### src/rtl/irq_event_pkg.sv
package irq_event_pkg;

  localparam int REG_ADDR_W = 3;

  typedef enum logic [REG_ADDR_W-1:0] {
    ADDR_STAT0  = 3'd0,
    ADDR_STAT1  = 3'd1,
    ADDR_MASK0  = 3'd2,
    ADDR_MASK1  = 3'd3,
    ADDR_EVMASK = 3'd4,
    ADDR_CFG    = 3'd5
  } reg_addr_e;

  // configuration register layout
  localparam int CFG_COMBINE_BIT = 0;
  localparam int CFG_FN_LSB      = 1;
  localparam int CFG_FN_W        = 2;
  localparam int CFG_USED_W      = CFG_FN_LSB + CFG_FN_W;

  typedef enum logic [CFG_FN_W-1:0] {
    PIN_FN_ALT_A  = 2'b00,
    PIN_FN_ALT_B  = 2'b01,
    PIN_FN_EVENT  = 2'b10,
    PIN_FN_ALT_A2 = 2'b11
  } pin_fn_e;

endpackage

### src/rtl/irq_status_bank.sv
module irq_status_bank #(
  parameter int           W       = 32,
  parameter logic [W-1:0] NM_BITS = '0,
  parameter logic [W-1:0] RST_VAL = '0
) (
  input  logic         clk,
  input  logic         rst,
  input  logic [W-1:0] set_i,
  input  logic         stat_wr,
  input  logic         mask_wr,
  input  logic [W-1:0] wdata,
  output logic [W-1:0] status_o,
  output logic [W-1:0] mask_o,
  output logic         pend_o
);

  logic [W-1:0] status_q;
  logic [W-1:0] mask_q;
  logic [W-1:0] ack_bits;

  assign ack_bits = stat_wr ? wdata : '0;

  // sticky status: set has priority over acknowledge
  always_ff @(posedge clk) begin
    if (rst) status_q <= RST_VAL;
    else     status_q <= (status_q & ~ack_bits) | set_i;
  end

  always_ff @(posedge clk) begin
    if (rst)          mask_q <= '0;
    else if (mask_wr) mask_q <= wdata;
  end

  assign status_o = status_q;
  assign mask_o   = mask_q;
  assign pend_o   = |(status_q & (mask_q | NM_BITS));

  // every pulsed bit is visible in the next cycle
  assert_pulse_sets_R2: assert property (@(posedge clk) disable iff (rst)
    (|set_i) |=> ((status_q & $past(set_i)) == $past(set_i)));

  // collision of ack and set keeps the bit
  assert_set_wins_R10: assert property (@(posedge clk) disable iff (rst)
    (stat_wr && |(wdata & set_i)) |=> ((status_q & $past(wdata & set_i)) == $past(wdata & set_i)));

  // acknowledged bits without a new pulse are clear
  assert_ack_clears_R4: assert property (@(posedge clk) disable iff (rst)
    stat_wr |=> ((status_q & $past(wdata & ~set_i)) == '0));

  // bits written as zero keep their value or only gain pulses
  assert_zero_write_keeps_R4: assert property (@(posedge clk) disable iff (rst)
    stat_wr |=> ((status_q & ~$past(wdata)) == (($past(status_q) | $past(set_i)) & ~$past(wdata))));

endmodule

### src/rtl/evt_merge.sv
module evt_merge
  import irq_event_pkg::*;
#(
  parameter int N = 16
) (
  input  logic                clk,
  input  logic                rst,
  input  logic [N-1:0]        level_i,
  input  logic [N-1:0]        enable_i,
  input  logic [CFG_FN_W-1:0] pin_fn_i,
  input  logic                alt_a_i,
  input  logic                alt_b_i,
  output logic                evt_n_o,
  output logic                pin_o
);

  logic any_active;
  logic evt_n_d;
  logic pin_d;
  logic evt_n_q;
  logic pin_q;

  assign any_active = |(level_i & enable_i);
  assign evt_n_d    = ~any_active;

  always_comb begin
    unique case (pin_fn_e'(pin_fn_i))
      PIN_FN_EVENT: pin_d = evt_n_d;
      PIN_FN_ALT_B: pin_d = alt_b_i;
      default:      pin_d = alt_a_i;
    endcase
  end

  always_ff @(posedge clk) begin
    if (rst) begin
      evt_n_q <= 1'b1;
      pin_q   <= 1'b1;
    end else begin
      evt_n_q <= evt_n_d;
      pin_q   <= pin_d;
    end
  end

  assign evt_n_o = evt_n_q;
  assign pin_o   = pin_q;

  // an enabled active level pulls the output low one edge later
  assert_evt_follows_R7: assert property (@(posedge clk) disable iff (rst)
    (|(level_i & enable_i)) |=> !evt_n_q);

  // with no enabled level the output is high one edge later
  assert_evt_release_R7: assert property (@(posedge clk) disable iff (rst)
    ((level_i & enable_i) == '0) |=> evt_n_q);

  // in event mode the shared pin equals the event output
  assert_pin_event_R9: assert property (@(posedge clk) disable iff (rst)
    (pin_fn_i == PIN_FN_EVENT) |=> (pin_q == evt_n_q));

endmodule

### src/rtl/irq_event_ctrl.sv
module irq_event_ctrl
  import irq_event_pkg::*;
#(
  parameter int DW          = 32,
  parameter int EVN         = 16,
  parameter int RSTDONE_BIT = 16,
  parameter int ERR_BIT     = 18
) (
  input  logic                  clk,
  input  logic                  rst,
  input  logic                  reg_wr,
  input  logic [REG_ADDR_W-1:0] reg_addr,
  input  logic [DW-1:0]         reg_wdata,
  output logic [DW-1:0]         reg_rdata,
  input  logic [DW-1:0]         src_pulse0,
  input  logic [DW-1:0]         src_pulse1,
  input  logic [EVN-1:0]        evt_level,
  input  logic                  pin_alt_a,
  input  logic                  pin_alt_b,
  output logic                  irq0_n,
  output logic                  irq1_n,
  output logic                  evt_n,
  output logic                  pin_out
);

  localparam int           NLINES = 2;
  localparam logic [DW-1:0] RST0  = DW'(1) << RSTDONE_BIT;
  localparam logic [DW-1:0] NM0   = RST0 | (DW'(1) << ERR_BIT);

  logic [DW-1:0] set_vec [NLINES];
  logic [DW-1:0] stat_q  [NLINES];
  logic [DW-1:0] mask_q  [NLINES];
  logic          pend    [NLINES];

  logic                combine_q;
  logic [CFG_FN_W-1:0] pin_fn_q;
  logic [EVN-1:0]      evmask_q;
  logic                irq0_q;
  logic                irq1_q;

  assign set_vec[0] = src_pulse0;
  assign set_vec[1] = src_pulse1;

  // one status/mask bank per request line
  for (genvar g = 0; g < NLINES; g++) begin : g_line
    localparam logic [REG_ADDR_W-1:0] STAT_A = REG_ADDR_W'(ADDR_STAT0) + REG_ADDR_W'(g);
    localparam logic [REG_ADDR_W-1:0] MASK_A = REG_ADDR_W'(ADDR_MASK0) + REG_ADDR_W'(g);
    localparam logic [DW-1:0]         NM_G   = (g == 0) ? NM0  : '0;
    localparam logic [DW-1:0]         RST_G  = (g == 0) ? RST0 : '0;

    irq_status_bank #(
      .W      (DW),
      .NM_BITS(NM_G),
      .RST_VAL(RST_G)
    ) u_bank (
      .clk     (clk),
      .rst     (rst),
      .set_i   (set_vec[g]),
      .stat_wr (reg_wr && (reg_addr == STAT_A)),
      .mask_wr (reg_wr && (reg_addr == MASK_A)),
      .wdata   (reg_wdata),
      .status_o(stat_q[g]),
      .mask_o  (mask_q[g]),
      .pend_o  (pend[g])
    );
  end

  // configuration and event mask
  always_ff @(posedge clk) begin
    if (rst) begin
      combine_q <= 1'b0;
      pin_fn_q  <= PIN_FN_ALT_A;
      evmask_q  <= '0;
    end else if (reg_wr) begin
      if (reg_addr == ADDR_CFG) begin
        combine_q <= reg_wdata[CFG_COMBINE_BIT];
        pin_fn_q  <= reg_wdata[CFG_FN_LSB +: CFG_FN_W];
      end
      if (reg_addr == ADDR_EVMASK) evmask_q <= reg_wdata[EVN-1:0];
    end
  end

  // registered readback
  always_ff @(posedge clk) begin
    if (rst) reg_rdata <= '0;
    else begin
      unique case (reg_addr)
        ADDR_STAT0:  reg_rdata <= stat_q[0];
        ADDR_STAT1:  reg_rdata <= stat_q[1];
        ADDR_MASK0:  reg_rdata <= mask_q[0];
        ADDR_MASK1:  reg_rdata <= mask_q[1];
        ADDR_EVMASK: reg_rdata <= {{(DW-EVN){1'b0}}, evmask_q};
        ADDR_CFG:    reg_rdata <= {{(DW-CFG_USED_W){1'b0}}, pin_fn_q, combine_q};
        default:     reg_rdata <= '0;
      endcase
    end
  end

  // registered request lines
  always_ff @(posedge clk) begin
    if (rst) begin
      irq0_q <= 1'b1;
      irq1_q <= 1'b1;
    end else begin
      irq0_q <= ~pend[0];
      irq1_q <= ~(pend[1] | (combine_q & pend[0]));
    end
  end

  assign irq0_n = irq0_q;
  assign irq1_n = irq1_q;

  evt_merge #(.N(EVN)) u_evt (
    .clk     (clk),
    .rst     (rst),
    .level_i (evt_level),
    .enable_i(evmask_q),
    .pin_fn_i(pin_fn_q),
    .alt_a_i (pin_alt_a),
    .alt_b_i (pin_alt_b),
    .evt_n_o (evt_n),
    .pin_o   (pin_out)
  );

  // line 0 is low exactly one edge after a bank-0 pending condition
  assert_line0_tracks_R3: assert property (@(posedge clk) disable iff (rst)
    pend[0] |=> !irq0_n);

  // line 1 ignores bank 0 unless combined
  assert_line1_indep_R1: assert property (@(posedge clk) disable iff (rst)
    (!pend[1] && !combine_q) |=> irq1_n);

  // combined mode mirrors a low line 0 onto line 1
  assert_combine_R6: assert property (@(posedge clk) disable iff (rst)
    (combine_q && pend[0]) |=> (!irq1_n && !irq0_n));

  // the nonmaskable bits request without a mask bit
  assert_nonmask_R5: assert property (@(posedge clk) disable iff (rst)
    (|(stat_q[0] & NM0)) |=> !irq0_n);

endmodule

### config.mk
export PLATFORM = sky130hd
export DESIGN_NAME = irq_event_ctrl
export DESIGN_NICKNAME = d
export VERILOG_FILES = /design/src/rtl/irq_event_pkg.sv /design/src/rtl/irq_status_bank.sv /design/src/rtl/evt_merge.sv /design/src/rtl/irq_event_ctrl.sv
export SDC_FILE = /design/constraint.sdc
export NUM_CORES = 1
export LEC_CHECK = 0
export ABC_AREA = 1
export BUFFER_PORTS_ARGS = -buffer_cell sky130_fd_sc_hd__clkbuf_2
export CORE_MARGIN = 3
export CORE_UTILIZATION = 36
export DETAILED_ROUTE_END_ITERATION = 16
export SKIP_LAST_GASP = 1
export SYNTH_ARGS = -nofsm -noshare
export SYNTH_HDL_FRONTEND = slang
export SYNTH_SLANG_ARGS = --single-unit
### constraint.sdc
create_clock -name clk -period 2 [get_ports clk]
set_input_delay 0.1 -clock clk [delete_from_list [all_inputs] [get_ports clk]]
set_output_delay 0.1 -clock clk [all_outputs]
set_load 0.03 [all_outputs]
Word-level counts from Yosys, hierarchy flattened
Index checks and enable logic that the tools add are counted.
{ "word_totals": {"register_bits": 183, "elab_cells": 47} }
{ "classes": {"bitwise_logic": 14, "n_eq_ne": 7, "n_mux": 4, "reduce_logical": 10} }
{ "ops": {"columns": ["operator", "count"], "rows": [
  ["one-hot mux 32 bit (6 select lines)", 1],
  ["AND 32 bit", 4],
  ["2-to-1 mux 32 bit", 2],
  ["inverter 32 bit", 2],
  ["OR 32 bit", 2],
  ["OR reduction 32 bit", 2],
  ["AND 16 bit", 1],
  ["OR reduction 16 bit", 1],
  ["equality test 3 x 2 -> 1 bit, second input constant", 2],
  ["equality test 3 bit, second input constant", 2],
  ["logical AND 1 bit", 4],
  ["AND reduction 2 bit", 2],
  ["equality test 3 x 1 -> 1 bit, second input constant", 1],
  ["zero test 3 bit", 1],
  ["inverter 1 bit", 3],
  ["equality test 2 x 1 -> 1 bit, second input constant", 1],
  ["equality test 2 bit, second input constant", 1],
  ["one-hot mux 1 bit (2 select lines)", 1],
  ["AND 1 bit", 1],
  ["OR 1 bit", 1]
]} }

Logic depth before layout (Yosys ltp)
Gate-level depths: netlist of run 1.
{ "depth": {"ltp_word": 6, "ltp_mapped": 9} }

By module
A second synthesis of run 1 with hierarchy kept.
{ "unflattened": {"hier_cells": 1169, "hier_area_um2": 8164.1} }
{ "by_module_without_submodules": {"columns": ["mod", "instances", "seq_area_each_um2", "cells_each", "area_each_um2"], "rows": [
  ["irq_event_ctrl", 1, 1061.0, 450, 2904.0],
  ["irq_status_bank (g_line[0].u_bank)", 1, 1281.2, 337, 2585.0],
  ["irq_status_bank (g_line[1].u_bank)", 1, 1281.2, 337, 2452.4],
  ["evt_merge", 1, 40.0, 45, 222.7]
]} }

Worst setup path before layout of run 1
OpenSTA, ideal clock, no wires.
{ "synth_path": {"path_type": "input to register", "start": "in reg_addr[2]", "end": "reg g_line[0].u_bank.status_q[10]", "path_buffers": 2, "setup_time_ps": 132, "arrival_ps": 1015, "required_ps": 1868, "stages": 6, "slack_ps": 853, "cell_sequence": "buf_2 -> nor3_2 -> nand2_1 -> clkbuf_1 -> o21ai_0 -> a21oi_1"} }
{ "synth_via": {"elab_chain_len": 6} }
{ "synth_lines": {"columns": ["element", "line", "rtl"], "rows": [
  ["start, declared", "irq_event_ctrl.sv:12", "input logic [REG_ADDR_W-1:0] reg_addr,"],
  ["zero test 3 bit", "irq_event_ctrl.sv:59", ".stat_wr (reg_wr && (reg_addr == STAT_A)),"],
  ["logical AND 1 bit", "irq_event_ctrl.sv:59", null],
  ["2-to-1 mux 32 bit", "irq_status_bank.sv:21", "assign ack_bits = stat_wr ? wdata : '0;"],
  ["inverter 32 bit", "irq_status_bank.sv:26", "else status_q <= (status_q & ~ack_bits) | set_i;"],
  ["AND 32 bit", "irq_status_bank.sv:26", null],
  ["OR 32 bit", "irq_status_bank.sv:26", null],
  ["end signal, assigned", "irq_status_bank.sv:26", null],
  ["end, declared", "irq_status_bank.sv:17", "logic [W-1:0] status_q;"]
]} }
No other way between the ends.
A chain may end at the register's enable or synchronous reset.

Worst setup path in the final report of run 1
{ "layout_path": {"start": "reg evmask_q[4]", "end": "reg u_evt.pin_q (netlist: u_evt.pin_o)"} }
{ "layout_via": {"elab_chain_len": 4} }
{ "layout_lines": {"columns": ["element", "line", "rtl"], "rows": [
  ["start, declared", "irq_event_ctrl.sv:37", "logic [EVN-1:0] evmask_q;"],
  ["start signal, assigned", "irq_event_ctrl.sv:79", "if (reg_addr == ADDR_EVMASK) evmask_q <= reg_wdata[EVN-1:0];"],
  ["AND 16 bit", "evt_merge.sv:23", "assign any_active = |(level_i & enable_i);"],
  ["OR reduction 16 bit", "evt_merge.sv:23", null],
  ["inverter 1 bit", "evt_merge.sv:24", "assign evt_n_d = ~any_active;"],
  ["one-hot mux 1 bit (2 select lines)", "evt_merge.sv:27", "unique case (pin_fn_e'(pin_fn_i))"],
  ["end signal, assigned", "evt_merge.sv:40", "pin_q <= pin_d;"],
  ["end, declared", "evt_merge.sv:21", "logic pin_q;"]
]} }
No other way between the ends.

==> metrics.md, run 1 <==
| Metric | Value |
|---|---|
| Outcome | `complete, no violations` |
| Postcts setup bufs | `0` |
| Dpl hpwl | `16.4 mm` |
| Port Buffers | `155` |
| Tightest Pin Transition | `0.580 ns` |
| Post-synth top flop | `dfxtp_1` |
| Die X | `152 um` |
| CTS root buffer | `clkbuf_16` |
| Synth Net Count | `1206` |
| Largest net degree at the start of global routing | `119` |
| Area growth syn-to-layout | `33.4%` |
| Total global routing overflow | `0` |
| Ys async rst share | `0` |
| Synth Register Bits | `183` |
| Hold Crit Class | `in2reg` |
| Vias | `7778` |
| Vias per cell | `4.89` |
| First DRT Iteration DRCs | `518` |
| Peak supply drop | `0.514 mV` |
| Remaining routing DRC violations | `0` |
| N_diodes | `0` |
| Leakage | `0.00449 uW` |
| CTS max path bufs | `2` |
| Most used cell, CP | `nand2_1` |
| Routability cong. | `0.846` |
| Fmax | `0.602 GHz` |
| Non-filler cells, final | `1592` |
| Cell total after placement | `1470` |
| Initial antenna violation count | `0` |
| Area contributors post-synth | `dfxtp_1 (48%), a21oi_1 (11%), nand2_1 (9.3%), inv_1 (8.2%), o21ai_0 (7.5%)` |
| Maximum fanout along the worst path | `2` |
| Clock buffer count from CTS | `17` |
| Post-CTS resize count | `0` |
| Tmin final | `1.66 ns` |
| Crit path cell chain | `nand2_1 > nand2_1 > nor2_1 > nand2_1 > nor2_1 > nand2_1 > nand2_1 > nand2_1 > nand2_1 > dlygate4sd3_1` |
| TNS Setup | `0 ns` |
| Synth top area share | `0.476` |
| Net count, final | `1433` |
| Post-Place Setup Slack | `0.547 ns` |
| Drt wl/cell | `15.6 um` |
| Type of origin of the critical path | `flop` |
| Drt first pass iters | `6` |
| Clock Latency Late Sink | `0.44 ns` |
| H-tree Lvls | `4` |
| Max Slew Vio Count | `0` |
| Unique masters post-synth | `22` |
| Number of global-route vias before repair | `7615` |
| Count of final setup violators | `0` |
| Pwr dens | `802 nW/um^2` |
| EDFF count, synth | `0` |
| Hold_buf cts | `92` |
| Worst setup margin | `0.340 ns` |
| Cell class contributing the biggest share of worst-path delay | `simple AND/OR/NAND/NOR gates` |
| Max-slew headroom | `0.613` |
| Post-synthesis cell count | `1084` |
| Fin. Hold Viols | `0` |
| Area leader, netlist | `dfxtp_1` |
| CP endpoint kind | `flop` |
| Layout Skew | `0.00962 ns` |
| FP Rows | `52` |
| Worst Path Arrival | `2.04 ns` |
| Synth Area per Inst | `7.09 um^2` |
| Commonest non-fill, non-tap cell in the layout | `nand2_1` |
| ANT nets after route | `0` |
| Worst hold margin | `0.0317 ns` |
| First-pass GRT wire length | `40.0 mm` |
| Total of max-cap violations | `0` |
| Core Footprint | `20600 um^2` |
| Worst path required time | `2.38 ns` |
| CTS Sinks | `183` |
| Crit share post-route | `0.830` |
| Clock-pin transition on the worst setup and hold timing paths | `0.07 ns` |
| Worst Path Buf+Inv | `1` |
| Initial Util | `0.373` |
| Critical Path Slowest Stage Cell | `dlygate4sd3_1` |
| Sum of routed wire length over all layers | `24.8 mm` |
| YS warnings | `0` |
| Fraction of layout cells with a size suffix above 1 | `0.162` |
| Setup CP Type | `reg2reg` |
| Commonest cells after routing, fill and taps aside | `nand2_1 (191), dfxtp_1 (183), a21oi_1 (173)` |
| Sequential area share after synthesis | `0.476` |
| Die Footprint | `23100 um^2` |
| # IOs | `156` |
| Area of the mapped netlist | `7690 um^2` |
| Tot GR Track Use | `0.214` |
| Die height | `152 um` |
| RSZ-0062 raised after global routing | `no` |
| TritonCTS clock tree | `built` |
| Largest stage delay, worst path | `0.53 ns` |
-- cell usage after synthesis (3+ instances only) --
cell type and count:
nand2_1 191, inv_2 3, a21oi_1 173, nand4_1 7, a31oi_1 16, dfxtp_1 183, nor2_1 58, o22ai_1 16
buf_2 18, inv_1 167, o21ai_1 24, o21ai_0 115, nand3_1 61, clkbuf_1 41
-- report_power, final --
group | switching, uW | internal (uW) | total [uW]
Combinational | 548 | 401 | 949
Clock | 1480 | 1850 | 3340
Sequential | 121 | 3820 | 3940
Total | 2150 | 6070 | 8230
-- registers in the layout, indices dropped and copies added, names as in the netlist --
signal	flops
combine_q	1
evmask_q	16
g_line.u_bank.mask_o	64
g_line.u_bank.status_o	64
irq0_n	1
irq1_n	1
pin_fn_q	2
reg_rdata	32
u_evt.evt_n_o	1
u_evt.pin_o	1
-- cell type report --
class	count	area (um^2)
inverters	170	638
fillers	2076	10400
multi-input cells	670	3140
repair buffers	269	1900
clock inverters	12	144
clock buffers	18	429
flip-flops and latches	183	3660
well taps	270	338
-- final timing paths --
kind | startpoint | end | slack [ns] | cells after the start
worst max register to register | evmask_q[4]$_SDFFE_PP0P_ | u_evt.pin_o$_SDFF_PP1_ | 0.34 | 10
worst min register to register | g_line[0].u_bank.mask_o[18]$_SDFFE_PP0P_ | g_line[0].u_bank.mask_o[18]$_SDFFE_PP0P_ | 0.46 | 2
worst min-delay path | reg_wdata[1] | g_line[1].u_bank.mask_o[1]$_SDFFE_PP0P_ | 0.03 | 3
worst max-delay path | evmask_q[4]$_SDFFE_PP0P_ | u_evt.pin_o$_SDFF_PP1_ | 0.34 | 10
-- metrics by stage --
step	power, uW	area (um^2)	utilization
2_1_floorplan	4450	7690	-
3_3_place_gp	4820	8760	0.425
3_5_place_dp	4830	8760	0.425
4_1_cts	8300	10300	0.497
5_1_grt	8570	10300	0.497
6_report	8230	10300	0.497
-- per-layer routing --
metal / up-vias / wire [um] / track usage
li1: 3961 / - / -
met1: 3590 / 11300 / 0.284
met2: 194 / 11800 / 0.353
met3: 33 / 1250 / 0.0409
met4: 0 / 419 / 0.0659
met5: - / 0 / 0
-- kinds of logic (layout without fill, tap and decap cells) --
family          count (synthesis)  in the layout  synth area share
buf+inv                       231            469             0.116
fa+ha+maj                       2              2           0.00325
simple gates                  322            322             0.173
compound gates                346            346             0.231
flops                         183            183             0.476
-- worst register-to-register path: cells and delay by family, from the launching register on --
family	cells	cell delay, ns
and+or+nand+nor	9	0.74
buffers and inverters	1	0.53
DFF	1	0.32
(Power assumes the default switching activity.)
==> inputs of run 2 (changes only) <==
Clock period 2 ns to 1.7 ns, I/O delays scaled along.
==> run 2 against run 1 <==
Combinational power rose by 21%. Critical path type is now in2reg. Sequential power increased by 18%. First-iteration DRC count increased by 18%.
==> metrics.md, run 2 (same netlist as run 1, synthesis figures left out) <==
| Metric | Value |
|---|---|
| Commonest cells after routing, fill and taps aside | `nand2_1 (191), dfxtp_1 (183), a21oi_1 (173) (unchanged)` |
| Fmax | `0.671 GHz` |
| Worst reg2reg path startpoint | `g_line[0].u_bank.status_o[15]$_SDFF_PP0_ (was evmask_q[4]$_SDFFE_PP0P_)` |
| CP endpoint kind | `flop (unchanged)` |
| Fin. Hold Viols | `0 (unchanged)` |
| Remaining routing DRC violations | `0 (unchanged)` |
| Hold Crit Depth | `3 (unchanged)` |
| Count of final setup violators | `0 (unchanged)` |
| Final instance area | `10400 um^2 (was 10300 um^2)` |
| Worst r2r dst | `g_line[0].u_bank.status_o[15]$_SDFF_PP0_ (was u_evt.pin_o$_SDFF_PP1_)` |
| Net count, final | `1447 (was 1433)` |
| R2R depth | `3 (was 10)` |
| Hold Crit Class | `in2reg (unchanged)` |
| Worst path required time | `2.02 ns (was 2.38 ns)` |
| Total global routing overflow | `0 (unchanged)` |
| ANT nets after route | `0 (unchanged)` |
| Area growth syn-to-layout | `35.2% (was 33.4%)` |
| Initial Util | `0.373 (unchanged)` |
| Port Buffers | `155 (unchanged)` |
| Total of max-cap violations | `0 (unchanged)` |
| Outcome | `complete, no violations (unchanged)` |
| Max-slew headroom | `0.635 (was 0.613)` |
| Tot GR Track Use | `0.212 (was 0.214)` |
| Commonest non-fill, non-tap cell in the layout | `nand2_1 (unchanged)` |
| Slack of the worst reg-to-reg path | `0.41 ns (was 0.34 ns)` |
| Die Footprint | `23100 um^2 (unchanged)` |
| Worst hold margin | `0.0244 ns (was 0.0317 ns)` |
| Tightest Pin Transition | `0.548 ns (was 0.580 ns)` |
| Crit share post-route | `0.877` |
| Type of origin of the critical path | `input pin (was flop)` |
| Drt first pass iters | `5 (was 6)` |
| Tmin final | `1.49 ns` |
| Worst setup margin | `0.209 ns (was 0.340 ns)` |
| Largest net degree at the start of global routing | `113 (was 119)` |
| # IOs | `156 (unchanged)` |
| Worst min-delay path endpoint | `g_line[0].u_bank.mask_o[0]$_SDFFE_PP0P_ (was g_line[1].u_bank.mask_o[1]$_SDFFE_PP0P_)` |
| Leakage | `0.00454 uW (was 0.00449 uW)` |
| Drt wl/cell | `15.6 um (about the same)` |
| Fraction of layout cells with a size suffix above 1 | `0.164 (was 0.162)` |
| Worst Path Arrival | `1.81 ns (was 2.04 ns)` |
| Initial antenna violation count | `0 (unchanged)` |
| Maximum fanout along the worst path | `16 (was 2)` |
| Vias per cell | `4.87 (was 4.89)` |
| CTS Sinks | `183 (unchanged)` |
| Peak supply drop | `0.580 mV (was 0.514 mV)` |
| Vias | `7830 (was 7778)` |
| CTS root buffer | `clkbuf_16 (unchanged)` |
| First-pass GRT wire length | `39.8 mm (was 40.0 mm)` |
| Sum of routed wire length over all layers | `25.1 mm (was 24.8 mm)` |
| Pwr dens | `929 nW/um^2 (was 802 nW/um^2)` |
| Core Footprint | `20600 um^2 (unchanged)` |
| Number of global-route vias before repair | `7586 (was 7615)` |
| Die height | `152 um (unchanged)` |
| H-tree Lvls | `4 (unchanged)` |
| TritonCTS clock tree | `built (unchanged)` |
| Post-Place Setup Slack | `0.303 ns (was 0.547 ns)` |
| Hold Crit Start | `reg_wdata[0] (was reg_wdata[1])` |
| Die X | `152 um (unchanged)` |
| RSZ-0062 raised after global routing | `no (unchanged)` |
| N_diodes | `0 (unchanged)` |
| TNS Setup | `0 ns (unchanged)` |
| Cell area after placement | `8800 um^2 (was 8760 um^2)` |
| First DRT Iteration DRCs | `612 (was 518)` |
| Clock-pin transition on the worst setup and hold timing paths | `0.07 ns (about the same)` |
| CTS max path bufs | `2 (unchanged)` |
| Clock Latency Late Sink | `0.44 ns (about the same)` |
| Dpl hpwl | `16.9 mm (was 16.4 mm)` |
| Layout Skew | `0.0110 ns (was 0.00962 ns)` |
| Clock buffer count from CTS | `17 (unchanged)` |
| Setup CP Type | `in2reg (was reg2reg)` |
| Routability cong. | `0.838 (was 0.846)` |
| Max Slew Vio Count | `0 (unchanged)` |
| FP Rows | `52 (unchanged)` |
[run 2: cell types whose count changed in the layout (fill, tap and decap cells not counted), sizes merged]
cell         change
clkinv           -2
dlygate4sd3     +10
buf              +4
bufinv           -1
inv              +2
clkinvlp         +3
[run 2: worst max path at each step]
stage	from	to	slack, ns	cells past startpoint
final	reg_addr[1]	g_line[0].u_bank.status_o[15]$_SDFF_PP0_	0.21	7
after global routing	reg_addr[2]	g_line[0].u_bank.status_o[19]$_SDFF_PP0_	0.15	7
after CTS	reg_addr[1]	g_line[0].u_bank.status_o[15]$_SDFF_PP0_	0.26	7
after detailed placement	reg_addr[1]	g_line[1].u_bank.mask_o[1]$_SDFFE_PP0P_	0.30	7
after global placement	reg_addr[1]	g_line[1].u_bank.mask_o[4]$_SDFFE_PP0P_	0.34	7
after floorplan	reg_addr[2]	g_line[0].u_bank.status_o[10]$_SDFF_PP0_	0.57	6
[run 2: routing by layer]
layer	GRT usage	share of wire	vias up
met3	0.0392	0.049	24
met4	0.0578	0.017	0
li1	-	-	3997
met5	0	0	-
met1	0.287	0.46	3596
met2	0.349	0.47	213
[run 2: worst max-delay path: stages]
cell	delay, ns
clkbuf_2	0.15
nor3_4	0.25
nand2_1	0.21
buf_4	0.26
o21ai_0	0.19
a21oi_1	0.09
dlygate4sd3_1	0.57
[run 2: area by class of cell]
cell class | instances | area, um^2
Sequential cell | 183 | 3660
Clock buffer | 18 | 429
Fill cell | 2074 | 10200
Tap cell | 270 | 338
Multi-Input combinational cell | 670 | 3140
Clock inverter | 14 | 139
Timing Repair Buffer | 283 | 2040
Inverter | 170 | 638
[run 2: through the flow]
step | instances | util | power [uW]
floorplan | 1084 | - | 5240
global placement | 1474 | 0.427 | 5680
detailed placement | 1474 | 0.427 | 5690
CTS | 1608 | 0.504 | 9730
global route | 1608 | 0.504 | 10000
finish | 1608 | 0.504 | 9660
[run 2: power by group]
part           internal [uW]  switching (uW)  leakage [uW]
Combinational            494             653       0.00278
Sequential              4490             141       0.00150
Clock                   2060            1820      0.000264
Total                   7050            2610       0.00454
[run 2: timing repair]
| action | in CTS | in global routing |
|---|---|---|
| setup buffers | 0 | 0 |
| resized for setup | 0 | 0 |
| endpoints found under the hold margin | 115 | 0 |
| hold buffers | 102 | 0 |
